<file path="config.mk">
export PLATFORM = sky130hd
export DESIGN_NAME = spi_hs_master
export DESIGN_NICKNAME = d
export VERILOG_FILES = /design/src/rtl/spi_hs_pkg.sv /design/src/rtl/spi_hs_sync.sv /design/src/rtl/spi_hs_timing.sv /design/src/rtl/spi_hs_master.sv
export SDC_FILE = /design/constraint.sdc
export NUM_CORES = 1
export LEC_CHECK = 0
export BUFFER_PORTS_ARGS = -buffer_cell sky130_fd_sc_hd__buf_2
export CORE_MARGIN = 5
export CORE_UTILIZATION = 54
export CTS_CLUSTER_SIZE = 40
export DETAILED_ROUTE_END_ITERATION = 12
export PLACE_DENSITY = 0.78
export RECOVER_POWER = 100
export SYNTH_ARGS = -nofsm -noshare
export SYNTH_HDL_FRONTEND = slang
export SYNTH_SLANG_ARGS = --single-unit
</file>
<file path="constraint.sdc">
create_clock -name clk -period 2.4 [get_ports clk]
set_input_delay 0.24 -clock clk [delete_from_list [all_inputs] [get_ports clk]]
set_output_delay 0.24 -clock clk [all_outputs]
set_load 0.005 [all_outputs]
</file>
<file path="src/rtl/spi_hs_pkg.sv">
`timescale 1ns/1ps
package spi_hs_pkg;
    typedef enum logic [2:0] {
        ST_IDLE,
        ST_WAIT_EN,
        ST_LEAD,
        ST_SHIFT,
        ST_TAIL,
        ST_RELEASE
    } spi_hs_st_t;
endpackage

</file>
<file path="src/rtl/spi_hs_sync.sv">
`timescale 1ns/1ps
module spi_hs_sync #(
    parameter int   STAGES  = 2,
    parameter logic RST_VAL = 1'b1
) (
    input  logic clk,
    input  logic rst_n,
    input  logic d_in,
    output logic q_out
);
    logic [STAGES-1:0] chain_q;

    generate
        if (STAGES == 1) begin : g_one
            always_ff @(posedge clk or negedge rst_n) begin
                if (!rst_n) chain_q <= RST_VAL;
                else        chain_q <= d_in;
            end
        end else begin : g_many
            always_ff @(posedge clk or negedge rst_n) begin
                if (!rst_n) chain_q <= {STAGES{RST_VAL}};
                else        chain_q <= {chain_q[STAGES-2:0], d_in};
            end
        end
    endgenerate

    assign q_out = chain_q[STAGES-1];
endmodule

</file>
<file path="src/rtl/spi_hs_timing.sv">
`timescale 1ns/1ps
// Counter reload values. A value v loaded on edge e fires its action on edge e+v+1.
module spi_hs_timing #(
    parameter int DIVW = 8,
    parameter int DLYW = 5,
    parameter int CW   = 10
) (
    input  logic            cpha,
    input  logic [DIVW-1:0] div,
    input  logic [DLYW-1:0] pre_dly,
    input  logic [DLYW-1:0] post_dly,
    output logic [CW-1:0]   half_ld,
    output logic [CW-1:0]   cs_lead_ld,
    output logic [CW-1:0]   cs_tail_ld,
    output logic [CW-1:0]   en_lead_ld,
    output logic [CW-1:0]   en_tail_ld
);
    logic [CW-1:0] half;

    assign half       = CW'(div) + CW'(1);
    assign half_ld    = CW'(div);
    assign cs_lead_ld = CW'(1) + CW'(pre_dly) + (cpha ? half : '0);
    assign cs_tail_ld = CW'(post_dly) + (cpha ? '0 : half);
    assign en_lead_ld = cpha ? half : '0;
    assign en_tail_ld = cpha ? '0 : half;
endmodule

</file>
<file path="src/rtl/spi_hs_master.sv">
`timescale 1ns/1ps
module spi_hs_master
    import spi_hs_pkg::*;
#(
    parameter int DW   = 16,
    parameter int DIVW = 8,
    parameter int DLYW = 5,
    parameter int LW   = $clog2(DW + 1)
) (
    input  logic            clk,
    input  logic            rst_n,
    input  logic            cfg_cpol,
    input  logic            cfg_cpha,
    input  logic            cfg_en_mode,
    input  logic            cfg_keep_sel,
    input  logic [DIVW-1:0] cfg_div,
    input  logic [LW-1:0]   cfg_len,
    input  logic [DLYW-1:0] cfg_pre_dly,
    input  logic [DLYW-1:0] cfg_post_dly,
    input  logic            tx_valid,
    input  logic [DW-1:0]   tx_data,
    output logic            tx_ready,
    output logic            rx_valid,
    output logic [DW-1:0]   rx_data,
    output logic            sclk,
    output logic            mosi,
    input  logic            miso,
    output logic            sel_n,
    input  logic            en_n
);
    localparam int CW = ((DIVW > DLYW) ? DIVW : DLYW) + 2;
    localparam int IW = $clog2(2 * DW);

    spi_hs_st_t    st_q, st_d;
    logic [CW-1:0] cnt_q, cnt_d;
    logic [IW-1:0] idx_q, idx_d;
    logic          sclk_q, sclk_d, sel_q, sel_d, mosi_q, mosi_d, rxv_q, rxv_d;
    logic [DW-1:0] tx_sh_q, tx_sh_d, rx_sh_q, rx_sh_d, aligned, len_mask;
    logic [CW-1:0] half_ld, cs_lead_ld, cs_tail_ld, en_lead_ld, en_tail_ld;
    logic [IW:0]   last_idx, last_smp;
    logic          en_s, at_last, accept;

    spi_hs_sync #(.STAGES(2), .RST_VAL(1'b1)) u_en_sync (
        .clk(clk), .rst_n(rst_n), .d_in(en_n), .q_out(en_s)
    );

    spi_hs_timing #(.DIVW(DIVW), .DLYW(DLYW), .CW(CW)) u_timing (
        .cpha(cfg_cpha), .div(cfg_div), .pre_dly(cfg_pre_dly), .post_dly(cfg_post_dly),
        .half_ld(half_ld), .cs_lead_ld(cs_lead_ld), .cs_tail_ld(cs_tail_ld),
        .en_lead_ld(en_lead_ld), .en_tail_ld(en_tail_ld)
    );

    always_comb begin
        for (int i = 0; i < DW; i++) len_mask[i] = (i < int'(cfg_len));
        last_idx = (IW+1)'(2 * int'(cfg_len) - 1);
        last_smp = (IW+1)'(2 * int'(cfg_len) - 2 + int'(cfg_cpha));
        aligned  = tx_data << (DW - int'(cfg_len));
        at_last  = ({1'b0, idx_q} == last_idx);
    end

    assign tx_ready = (st_q == ST_IDLE)
                    || (!cfg_en_mode && cfg_keep_sel && st_q == ST_SHIFT && cnt_q == '0 && at_last)
                    || (cfg_en_mode && st_q == ST_TAIL && cnt_q == '0 && !en_s);
    assign accept   = tx_valid && tx_ready;

    // State register process
    always_ff @(posedge clk or negedge rst_n) begin
        if (!rst_n) begin
            st_q    <= ST_IDLE;
            cnt_q   <= '0;
            idx_q   <= '0;
            sclk_q  <= 1'b0;
            sel_q   <= 1'b1;
            mosi_q  <= 1'b0;
            rxv_q   <= 1'b0;
            tx_sh_q <= '0;
            rx_sh_q <= '0;
        end else begin
            st_q    <= st_d;
            cnt_q   <= cnt_d;
            idx_q   <= idx_d;
            sclk_q  <= sclk_d;
            sel_q   <= sel_d;
            mosi_q  <= mosi_d;
            rxv_q   <= rxv_d;
            tx_sh_q <= tx_sh_d;
            rx_sh_q <= rx_sh_d;
        end
    end

    // Next-state and output process
    always_comb begin
        st_d    = st_q;
        cnt_d   = cnt_q;
        idx_d   = idx_q;
        sclk_d  = sclk_q;
        sel_d   = sel_q;
        mosi_d  = mosi_q;
        rxv_d   = 1'b0;
        tx_sh_d = tx_sh_q;
        rx_sh_d = rx_sh_q;
        unique case (st_q)
            ST_IDLE: begin
                sclk_d = cfg_cpol;
                sel_d  = 1'b1;
                if (tx_valid) begin
                    st_d  = cfg_en_mode ? ST_WAIT_EN : ST_LEAD;
                    sel_d = cfg_en_mode;
                    cnt_d = cs_lead_ld;
                    idx_d = '0;
                end
            end
            ST_WAIT_EN: begin
                if (!en_s) begin
                    st_d  = ST_LEAD;
                    cnt_d = en_lead_ld;
                end
            end
            ST_LEAD, ST_SHIFT: begin
                if (cnt_q != '0) begin
                    cnt_d = cnt_q - CW'(1);
                end else begin
                    sclk_d = ~sclk_q;
                    if (idx_q[0] == cfg_cpha) begin
                        rx_sh_d = {rx_sh_q[DW-2:0], miso};
                        rxv_d   = ({1'b0, idx_q} == last_smp);
                    end else begin
                        mosi_d  = tx_sh_q[DW-1];
                        tx_sh_d = tx_sh_q << 1;
                    end
                    if (at_last) begin
                        if (!cfg_en_mode && cfg_keep_sel && tx_valid) begin
                            st_d  = ST_LEAD;
                            cnt_d = cs_lead_ld;
                            idx_d = '0;
                        end else begin
                            st_d  = ST_TAIL;
                            cnt_d = cfg_en_mode ? en_tail_ld : cs_tail_ld;
                        end
                    end else begin
                        st_d  = ST_SHIFT;
                        idx_d = idx_q + IW'(1);
                        cnt_d = half_ld;
                    end
                end
            end
            ST_TAIL: begin
                if (cnt_q != '0) begin
                    cnt_d = cnt_q - CW'(1);
                end else if (!cfg_en_mode) begin
                    sel_d = 1'b1;
                    st_d  = ST_IDLE;
                end else if (!en_s && tx_valid) begin
                    st_d  = ST_LEAD;
                    cnt_d = en_lead_ld;
                    idx_d = '0;
                end else if (!en_s) begin
                    st_d  = ST_RELEASE;
                end else begin
                    st_d  = ST_IDLE;
                end
            end
            ST_RELEASE: begin
                if (en_s) st_d = ST_IDLE;
            end
            default: st_d = ST_IDLE;
        endcase
        if (accept) begin
            tx_sh_d = aligned;
            if (!cfg_cpha) begin
                mosi_d  = aligned[DW-1];
                tx_sh_d = aligned << 1;
            end
        end
    end

    assign sclk     = sclk_q;
    assign sel_n    = sel_q;
    assign mosi     = mosi_q;
    assign rx_valid = rxv_q;
    assign rx_data  = rx_sh_q & len_mask;

    p_idle_level_r2: assert property (@(posedge clk) disable iff (!rst_n)
        (st_q == ST_IDLE) |=> (sclk == $past(cfg_cpol)));
    p_edge_spacing_r4: assert property (@(posedge clk) disable iff (!rst_n)
        ((st_q == ST_LEAD || st_q == ST_SHIFT) && cnt_q != '0) |=> $stable(sclk));
    p_shift_sel_r5: assert property (@(posedge clk) disable iff (!rst_n)
        (!cfg_en_mode && st_q == ST_SHIFT) |-> !sel_n);
    p_sel_rise_r6: assert property (@(posedge clk) disable iff (!rst_n)
        $rose(sel_n) |-> ($past(st_q) == ST_TAIL));
    p_wait_sel_r8: assert property (@(posedge clk) disable iff (!rst_n)
        (st_q == ST_WAIT_EN || st_q == ST_RELEASE) |-> sel_n);
    p_rx_pulse_r10: assert property (@(posedge clk) disable iff (!rst_n)
        rx_valid |=> !rx_valid);
    p_ready_gate_r11: assert property (@(posedge clk) disable iff (!rst_n)
        (tx_ready && !cfg_en_mode && !sel_n) |-> cfg_keep_sel);
endmodule

</file>
==> results.ini, run 1 <==
[place]
port_bufs=68
placement_stage_worst_setup_slack_ps=-258
dp_hpwl_um=13100
place.gp.congestion=0.987

[routing]
detailroute.via_count=5835
wl_um=16700
drt_drc_violations_left=0
wl_met2_um=8100
ant_nets=0
post_route_m1_wl_um=7550
post_drt_wl_per_cell_um=17.6
route.top_layer_used=met4
dr_wl_met3_um=882
firstDrtPassIters=7
dr.first_iter.drc_count=463
routed_via_density=6.16

[global_routing]
grt_overflow_total=0
number_of_antenna_violations_at_the_first_check_in_global_routing=0
first_global_vias=5663
wire_length_of_the_first_global_routing_pass_um=27500
maximum_number_of_pins_on_one_net_before_global_route_repair=30
groute.usage.overall_pct=25.7

[job]
max_cap_violations=1

[cts]
cts_tree=built
clk_pin_slew_worst_paths_ps=110
cts_made_buffers=5
worstSkewPairLatency_ps=310
h-tree-depth=2
cts_root_buffer=sky130_fd_sc_hd__clkbuf_8
tritoncts_num_sinks=56
clock_path_buffers=2

[floorplan]
initial_utilization_pct=55.3
floorplan.die.width_um=113
die_area_mm2=0.0127
floorplan.rows=37
fp.coreArea_mm2=0.0103
die_height_um=113
design.portCount=69

[cells_and_area]
synthToLayoutAreaGrowth_pct=23.8
final_layout_size_suffix_gt1_share_pct=31.0
finalNetCount=878
num_antenna_cells=0

[pwr]
power.clock.fraction_pct=12.9
netSwitchingPower_mw=1.85
combinationalPowerShare_pct=53.8
p_leak_nw=3.19
pwr-share-seq_pct=33.3
pwr_dens_mw_per_mm2=632
swShare_pct=41.6
ir_worst_vdd_mv=0.362
power.internal_mw=2.59

[yosys]
dominantRegCellSynth=sky130_fd_sc_hd__dfrtp_1
netlist.area_leader.share_pct=23.3
syn_inst=681
post-synth-top-area-cell=sky130_fd_sc_hd__dfrtp_1
number_of_flops_mapped_to_enable_cells_by_yosys=0
synthDistinctLibCells=79
post_synth_main_area_contributors=sky130_fd_sc_hd__dfrtp_1 23%, sky130_fd_sc_hd__mux2_2 5.2%, sky130_fd_sc_hd__mux2i_1 5.1%, sky130_fd_sc_hd__o21ai_0 4.1%, sky130_fd_sc_hd__nand2_1 3.8%
synth_async_sr_flop_share_pct=100
synth-seq-area-share_pct=24.7
warning_count_from_the_yosys_run=0
synth.avg_cell_area_um2=8.35
synth_top_cells_by_count=58 x sky130_fd_sc_hd__nand2_1, 53 x sky130_fd_sc_hd__dfrtp_1, 48 x sky130_fd_sc_hd__nor2_1, 46 x sky130_fd_sc_hd__o21ai_0, 39 x sky130_fd_sc_hd__a21oi_1
postSynthRegisterBits=56
synthesis.nets=748
synth_most_common_cell=sky130_fd_sc_hd__nand2_1
area_of_the_mapped_netlist_mm2=0.00568

[timing]
slew_viol_final=29
setup_violations=0
tightest_slew_ps=1680
layout_setup_ws_ps=77.1
timing.fmax_ghz=0.430
layout_worst_path_cycle_share_pct=96.8
final.setup_skew_ps=10.4
fin_worst_hold_slack_ps=16.7
timing.final.crit_period_ps=2320
relative_slew_margins_pct=-12.1
count_of_final_hold_check_violations=0

[critical_path]
critical_path.startpoint=cfg_div[0]
arrival_time_of_data_at_the_critical_path_endpoint_ps=2530
critical_path.n_buffers_inverters=1
timing.critical_path.max_delay_family=compound AO/OA/AOI/OAI gates
cp_slowest_stage_delay_ps=330
cp-start-kind=input port
timing.rr.start=idx_q[3]
worst-endpoint-required_ps=2610
crit_path_end_kind=flip-flop
critical_path_class=in -> reg
path_cells=buf_2 -> nand3_1 -> xor2_2 -> nor2_1 -> ha_1 -> o21ai_0 -> o21ai_1 -> o211ai_1 -> or2_2 -> a211oi_2 -> o31ai_1 -> o221a_2
crit_path_top_delay_cell=sky130_fd_sc_hd__or2_2
critical_path.max_fanout=4

[outcome]
result_of_the_run=finished with violations
violations=capacitance limit, slew limit

[min_path]
hold_path.class=in -> reg
min_from=en_n

layout make-up:
cell class | instances | area [um^2]
Tap cell | 136 | 170
Multi-Input combinational cell | 559 | 4150
Clock buffer | 6 | 82.6
Clock inverter | 2 | 17.5
Timing Repair Buffer | 171 | 1130
Sequential cell | 56 | 1410
Inverter | 18 | 77.6
Fill cell | 891 | 3240
flip-flops by register name, indices dropped and copies added, names as in the netlist:
name and count:
cnt_q 10, idx_q 5, rx_valid 1, sel_n 1, rx_sh_q 16, sclk 1, u_en_sync.chain_q 2, st_q 3
tx_sh_q 16, mosi 1
metal layers:
layer,up-vias,global-route usage (%)
met5,-,0
met4,0,4.89
met2,204,43.8
met3,18,3.29
met1,2798,35.1
li1,2815,-
worst reg2reg max path, stage by stage (launching register included):
cell and delay [ps]:
sky130_fd_sc_hd__dfrtp_1 440, sky130_fd_sc_hd__and3_1 170, sky130_fd_sc_hd__a22oi_1 280, sky130_fd_sc_hd__o31ai_4 150, sky130_fd_sc_hd__clkbuf_2 160, sky130_fd_sc_hd__a31oi_1 480
sky130_fd_sc_hd__buf_4 260, sky130_fd_sc_hd__nand2_1 110, sky130_fd_sc_hd__o2bb2ai_1 180
worst paths after layout:
kind,endpoint,slack (ps),depth (start not counted)
setup / recovery,cnt_q[7],80,12
hold reg to reg,u_en_sync.chain_q[1],370,0
max in group asynchronous,tx_sh_q[2],530,2
setup reg to reg,idx_q[2],110,8
min in group asynchronous,cnt_q[0],880,2
hold / removal,u_en_sync.chain_q[0],20,1
placed cells by master, fill, tap and decap left out, types with 7 or more instances in the layout:
cell / netlist / layout
sky130_fd_sc_hd__xor2_1: 13 / 12
sky130_fd_sc_hd__buf_2: 8 / 51
sky130_fd_sc_hd__mux2i_1: 29 / 29
sky130_fd_sc_hd__dfrtp_1: 53 / 53
sky130_fd_sc_hd__mux4_2: 7 / 7
sky130_fd_sc_hd__or3_1: 7 / 7
sky130_fd_sc_hd__a211oi_1: 10 / 8
sky130_fd_sc_hd__ha_1: 17 / 11
sky130_fd_sc_hd__a21oi_1: 39 / 37
sky130_fd_sc_hd__a221oi_1: 8 / 7
sky130_fd_sc_hd__nand2b_1: 10 / 10
sky130_fd_sc_hd__xnor2_1: 18 / 15
sky130_fd_sc_hd__o21a_1: 9 / 9
sky130_fd_sc_hd__nand2_1: 58 / 58
sky130_fd_sc_hd__clkbuf_1: 30 / 16
sky130_fd_sc_hd__nand3_1: 35 / 35
sky130_fd_sc_hd__nor3_1: 18 / 18
sky130_fd_sc_hd__o21ai_0: 46 / 45
sky130_fd_sc_hd__mux2_2: 26 / 26
sky130_fd_sc_hd__nor2_1: 48 / 46
sky130_fd_sc_hd__a31oi_1: 12 / 13
sky130_fd_sc_hd__and2_1: 8 / 7
sky130_fd_sc_hd__o22ai_1: 7 / 7
sky130_fd_sc_hd__buf_4: 1 / 92
sky130_fd_sc_hd__inv_1: 17 / 16
sky130_fd_sc_hd__nor2b_1: 17 / 14
stage by stage:
| stage | instance area, um^2 | utilization [%] | setup TNS [ps] | total power [mW] | instances |
|---|---|---|---|---|---|
| 3_5_place_dp | 6880 | 66.9 | -2120 | 3.80 | 935 |
| 3_3_place_gp | 6880 | 66.9 | -876 | 3.71 | 935 |
| 6_report | 7030 | 68.4 | 0 | 4.44 | 948 |
| 4_1_cts | 7000 | 68.1 | 0 | 4.39 | 945 |
| 2_1_floorplan | 5870 | - | -215 | 3.01 | 681 |
| 5_1_grt | 7030 | 68.4 | -39.6 | 4.78 | 948 |
power groups by stage:
stage	logic, mW	clock network [mW]	registers [mW]
floorplan	1.60	0	1.41
global placement	2.24	0	1.47
detailed placement	2.32	0	1.48
CTS	2.34	0.586	1.46
global route	2.63	0.628	1.52
finish	2.39	0.573	1.48
cells by family (layout without fill, tap and decap cells):
family                     after synthesis  after routing  synth area share [%]
buffers and inverters                   66            197                  5.26
muxes                                   63             63                  13.2
and+or+nand+nor                        235            235                  21.2
adders and majority gates               19             19                  4.45
AOI/OAI and AO/OA                      211            211                  26.3
DFF                                     56             56                  24.7
xor gates and xnor gates                31             31                  4.78
repair_timing:
item | in CTS | in global routing
setup buffers | 1 | 3
pin swaps | 1 | 7
hold buffers | 1 | 0
resized for setup | 1 | 19
endpoints found under the hold margin | 15 | 0
endpoints found under the setup margin | 2 | 44
Note: power is estimated with default switching activity, not from simulation.
==> run 2, diff against run 1 <==
--- a/config.mk
+++ b/config.mk
@@ -14,2 +14,3 @@
 export RECOVER_POWER = 100
+export SLEW_MARGIN = 0
 export SYNTH_ARGS = -nofsm -noshare
==> constraint.sdc (replaced) <==
create_clock -name clk -period 2.4 [get_ports clk]
set_input_delay 0.48 -clock clk [delete_from_list [all_inputs] [get_ports clk]]
set_output_delay 0.48 -clock clk [all_outputs]
set_load 0.005 [all_outputs]
==> results.ini, run 2 (synthesized netlist as in run 1, its figures left out) <==
[pwr]
pwr_dens_mw_per_mm2=636
ir_worst_vdd_mv=0.425
fin_total_pwr_mw=4.97
p_leak_nw=3.48

[critical_path]
timing.critical_path.max_delay_family=simple AND/OR/NAND/NOR gates
ff2ff_setup_slack_ps=70
cp_slowest_stage_delay_ps=380
critical_path.n_buffers_inverters=2
arrival_time_of_data_at_the_critical_path_endpoint_ps=2730
cp_most_frequent_cell=sky130_fd_sc_hd__or2_4
timing.rr.start=idx_q[4]
worst-endpoint-required_ps=2600
timing.rr.end=cnt_q[7]
critical_path.max_fanout=4
crit_path_end_kind=flip-flop
rr_worst_depth=9
crit_path_top_delay_cell=sky130_fd_sc_hd__or3_1
path_cells=buf_8 -> buf_6 -> nand2_4 -> or2_4 -> xnor2_2 -> and2_4 -> ha_4 -> or3_1 -> o211ai_1 -> or2_4 -> mux2i_1 -> o31ai_1 -> o221a_2
critical_path_class=in -> reg
cp-start-kind=input port

[cts]
cts_made_buffers=5
cts_tree=built
worstSkewPairLatency_ps=310
h-tree-depth=2
clk_pin_slew_worst_paths_ps=110
tritoncts_num_sinks=56
clock_path_buffers=2
cts_root_buffer=sky130_fd_sc_hd__clkbuf_8

[cells_and_area]
reg_top3=rx_sh_q x16, tx_sh_q x16, cnt_q x10
final_common_cell=sky130_fd_sc_hd__buf_4
final_design_area_no_fill_mm2=0.00782
final_layout_size_suffix_gt1_share_pct=39.5
synthToLayoutAreaGrowth_pct=37.5
finalNetCount=914
num_antenna_cells=0
layout_common_cells=121 x sky130_fd_sc_hd__buf_4, 56 x sky130_fd_sc_hd__nand2_1, 52 x sky130_fd_sc_hd__dfrtp_1

[timing]
layout_worst_path_cycle_share_pct=106
count_of_final_hold_check_violations=0
unrepaired_setup_endpoints_after_global_routing=true
timing.fmax_ghz=0.395
slew_viol_final=35
layout_setup_ws_ps=-134
timing.final.crit_period_ps=2530
final.setup_skew_ps=8.26
setup_violations=4
relative_slew_margins_pct=-35.7
fin_worst_hold_slack_ps=252
setup_total_negative_slack_ps=-286
tightest_slew_ps=2040

[global_routing]
first_global_vias=6109
grt_overflow_total=0
groute.usage.overall_pct=28.1
maximum_number_of_pins_on_one_net_before_global_route_repair=35
number_of_antenna_violations_at_the_first_check_in_global_routing=0
wire_length_of_the_first_global_routing_pass_um=29800

[routing]
ant_nets=0
wl_um=19200
post_drt_wl_per_cell_um=19.5
dr.first_iter.drc_count=523
routed_via_density=6.38
detailroute.via_count=6281
firstDrtPassIters=6
drt_drc_violations_left=0

[min_path]
min_from=en_n
hold_path.class=in -> reg
min_delay_worst_endpoint=u_en_sync.chain_q[0]
whs_path_depth=1

[outcome]
violations=capacitance limit, slew limit, setup timing
result_of_the_run=finished with violations

[place]
port_bufs=68
placedInstanceArea_mm2=0.00722
place.gp.congestion=0.993
dp_hpwl_um=14100
placement_stage_worst_setup_slack_ps=-396

[floorplan]
floorplan.rows=37
die_height_um=113
floorplan.die.width_um=113
fp.coreArea_mm2=0.0103
die_area_mm2=0.0127
initial_utilization_pct=55.3
design.portCount=69

[job]
max_cap_violations=1

[run 2: cell count changes in the layout (fill, tap and decap cells not counted), moves of 6 or more]
cell	previous run	this run
sky130_fd_sc_hd__o21ai_1	6	12
sky130_fd_sc_hd__ha_4	4	11
sky130_fd_sc_hd__a21oi_1	37	31
sky130_fd_sc_hd__buf_4	92	121
sky130_fd_sc_hd__o21ai_0	45	35
sky130_fd_sc_hd__nand3_1	35	29
[run 2: routing by layer]
layer  vias to the layer above  part of all wire [%]  track usage (%)
li1                       2888                     -                -
met1                      3005                    41             38.4
met2                       322                    48             47.0
met3                        66                   8.5             4.53
met4                         0                   2.4             6.33
met5                         -                     0                0
[run 2: how the worst max path moves through the flow]
stage	from	end	slack (ps)	cells past startpoint
2_1_floorplan	cfg_cpha	cnt_q[6]	-290	14
3_3_place_gp	cfg_div[0]	cnt_q[4]	-340	12
3_5_place_dp	cfg_div[0]	cnt_q[7]	-400	12
4_1_cts	cfg_div[0]	cnt_q[5]	-10	13
5_1_grt	cfg_div[1]	cnt_q[5]	-150	13
6_report	cfg_div[0]	cnt_q[7]	-130	13
[run 2: cell type report]
cell class,count,area (um^2)
clock buffer,5,68.8
multi-input combinational,559,4500
fill,727,2460
sequential,56,1410
inverter,18,95.1
tap,136,170
clock inverter,3,68.8
timing repair buffer,207,1500
[run 2: power by group]
group	switching (mW)	internal, mW
Combinational	1.43	1.32
Clock	0.326	0.420
Sequential	0.279	1.20
[run 2: through the flow]
stage | instances | util (%)
global route | 984 | 76.1
CTS | 979 | 72.6
floorplan | 681 | -
finish | 984 | 76.1
global placement | 964 | 70.3
detailed placement | 964 | 70.3
[run 2: what timing repair did]
action / CTS / global route
endpoints found under the setup margin: 27 / 22
hold buffers: 0 / 0
setup buffers: 7 / 6
pin swaps: 20 / 27
gates resized for setup: 11 / 79
==> run 3, diff against run 2 <==
- CORE_MARGIN: 5 -> 4
==> results.ini, run 3 (synthesized netlist as in run 1, its figures left out) <==
[outcome]
result_of_the_run=finished with violations
violations=setup timing

[cells_and_area]
final_layout_size_suffix_gt1_share_pct=38.6
num_antenna_cells=0
reg_top3=rx_sh_q x16, tx_sh_q x16, cnt_q x10
finalNetCount=927
n_fill_cell=798
final_common_cell=sky130_fd_sc_hd__buf_4
layout_common_cells=142 x sky130_fd_sc_hd__buf_4, 56 x sky130_fd_sc_hd__nand2_1, 53 x sky130_fd_sc_hd__dfrtp_1
flip_flop_and_latch_area_mm2=0.00141
multiInputGateArea_mm2=0.00433
synthToLayoutAreaGrowth_pct=34.9

[global_routing]
maximum_number_of_pins_on_one_net_before_global_route_repair=57
groute.usage.overall_pct=28.8
number_of_antenna_violations_at_the_first_check_in_global_routing=0
grt_overflow_total=0
wire_length_of_the_first_global_routing_pass_um=29900
first_global_vias=6115

[cts]
cts_tree=built
cts_hold_buffers=0
cts_made_buffers=5
clk_pin_slew_worst_paths_ps=110
cts_root_buffer=sky130_fd_sc_hd__clkbuf_8
h-tree-depth=2
tritoncts_num_sinks=56
worstSkewPairLatency_ps=320
clock_path_buffers=2

[place]
place.gp.congestion=1.03
dp_hpwl_um=14100
port_bufs=68

[critical_path]
arrival_time_of_data_at_the_critical_path_endpoint_ps=2680
crit_path_end_kind=flip-flop
worst-endpoint-required_ps=2620
critical_path_class=in -> reg
cp-start-kind=input port
critical_path.max_fanout=4

[floorplan]
die_area_mm2=0.0122
fp.coreArea_mm2=0.0103
die_height_um=111
design.portCount=69
floorplan.die.width_um=111
initial_utilization_pct=55.3
floorplan.rows=37

[pwr]
ir_worst_vdd_mv=0.482
fin_total_pwr_mw=4.78
p_leak_nw=3.51
pwr_dens_mw_per_mm2=623

[timing]
timing.final.crit_period_ps=2460
relative_slew_margins_pct=4.41
unrepaired_setup_endpoints_after_global_routing=true
setup_violations=2
timing.fmax_ghz=0.406
count_of_final_hold_check_violations=0
final.setup_skew_ps=9.77
setup_total_negative_slack_ps=-76.7
layout_setup_ws_ps=-62.8
slew_viol_final=0
tightest_slew_ps=1430
layout_worst_path_cycle_share_pct=103

[routing]
dr.first_iter.drc_count=540
drt_drc_violations_left=0
post_drt_wl_per_cell_um=18.5
detailroute.via_count=6222
ant_nets=0
wl_um=18400
routed_via_density=6.24
firstDrtPassIters=6

[min_path]
hold_path.class=in -> reg

[job]
max_cap_violations=0

[run 3: cell count changes in the layout (fill, tap and decap cells not counted), moves of 3 or more]
cell,change
sky130_fd_sc_hd__buf_4,+21
sky130_fd_sc_hd__o21ai_1,+8
sky130_fd_sc_hd__buf_12,-6
sky130_fd_sc_hd__o21ai_0,-5
sky130_fd_sc_hd__clkbuf_1,-4
sky130_fd_sc_hd__a21oi_1,+3
[run 3: final timing paths]
kind                                 startpoint                    to  slack (ps)  depth (start not counted)
max reg2reg                            cnt_q[0]              cnt_q[8]          20                         10
max                                  cfg_div[1]              cnt_q[5]         -60                         11
min                                        en_n  u_en_sync.chain_q[0]         240                          1
min in group asynchronous                 rst_n              cnt_q[7]         570                          2
max in group asynchronous                 rst_n              cnt_q[6]         970                          2
min reg2reg                u_en_sync.chain_q[0]  u_en_sync.chain_q[1]         370                          0
[run 3: through the flow]
| stage | cell area (um^2) | hold slack, ps | setup slack [ps] | instances | util, % |
|---|---|---|---|---|---|
| global route | 7660 | 241 | -120 | 997 | 74.6 |
| global placement | 7180 | 350 | -357 | 967 | 69.9 |
| CTS | 7460 | 246 | -21.3 | 986 | 72.6 |
| finish | 7660 | 240 | -62.8 | 997 | 74.6 |
| floorplan | 6050 | 184 | -294 | 681 | - |
| detailed placement | 7180 | 352 | -458 | 967 | 69.9 |
[run 3: per-layer routing]
layer	wire [um]	vias to the layer above	GRT usage, %
met2	8760	270	48.1
met4	404	0	5.83
met1	7940	2993	40.0
met5	0	-	0
met3	1330	46	4.11
li1	-	2913	-
[run 3: power breakdown]
group          internal (mW)  switching [mW]  leakage, nW
registers               1.20           0.274        0.727
clock network          0.315           0.337       0.0583
logic                   1.28            1.37         2.72
total                   2.80            1.98         3.51
[run 3: area by class of cell]
class,count,area share [%]
inverter,18,1.08
tap,136,2.22
multi-input combinational,559,56.4
sequential,56,18.3
clock buffer,5,0.898
clock inverter,3,0.620
timing repair buffer,220,20.4
[run 3: worst max-delay path: stages]
cell                        delay, ps
sky130_fd_sc_hd__buf_8            110
sky130_fd_sc_hd__ha_4             270
sky130_fd_sc_hd__and2_4           170
sky130_fd_sc_hd__ha_4             210
sky130_fd_sc_hd__a211oi_4         220
sky130_fd_sc_hd__o21bai_1         110
sky130_fd_sc_hd__a21oi_1          170
sky130_fd_sc_hd__xor2_1           320
sky130_fd_sc_hd__o2bb2ai_1        130
sky130_fd_sc_hd__a211o_1          240
sky130_fd_sc_hd__o221a_2          230
[run 3: what timing repair did]
action,CTS,global route
buffers inserted,11,10
endpoints found under the setup margin,37,47
gates resized for setup,18,31
pin swaps,18,25
gates cloned,0,1
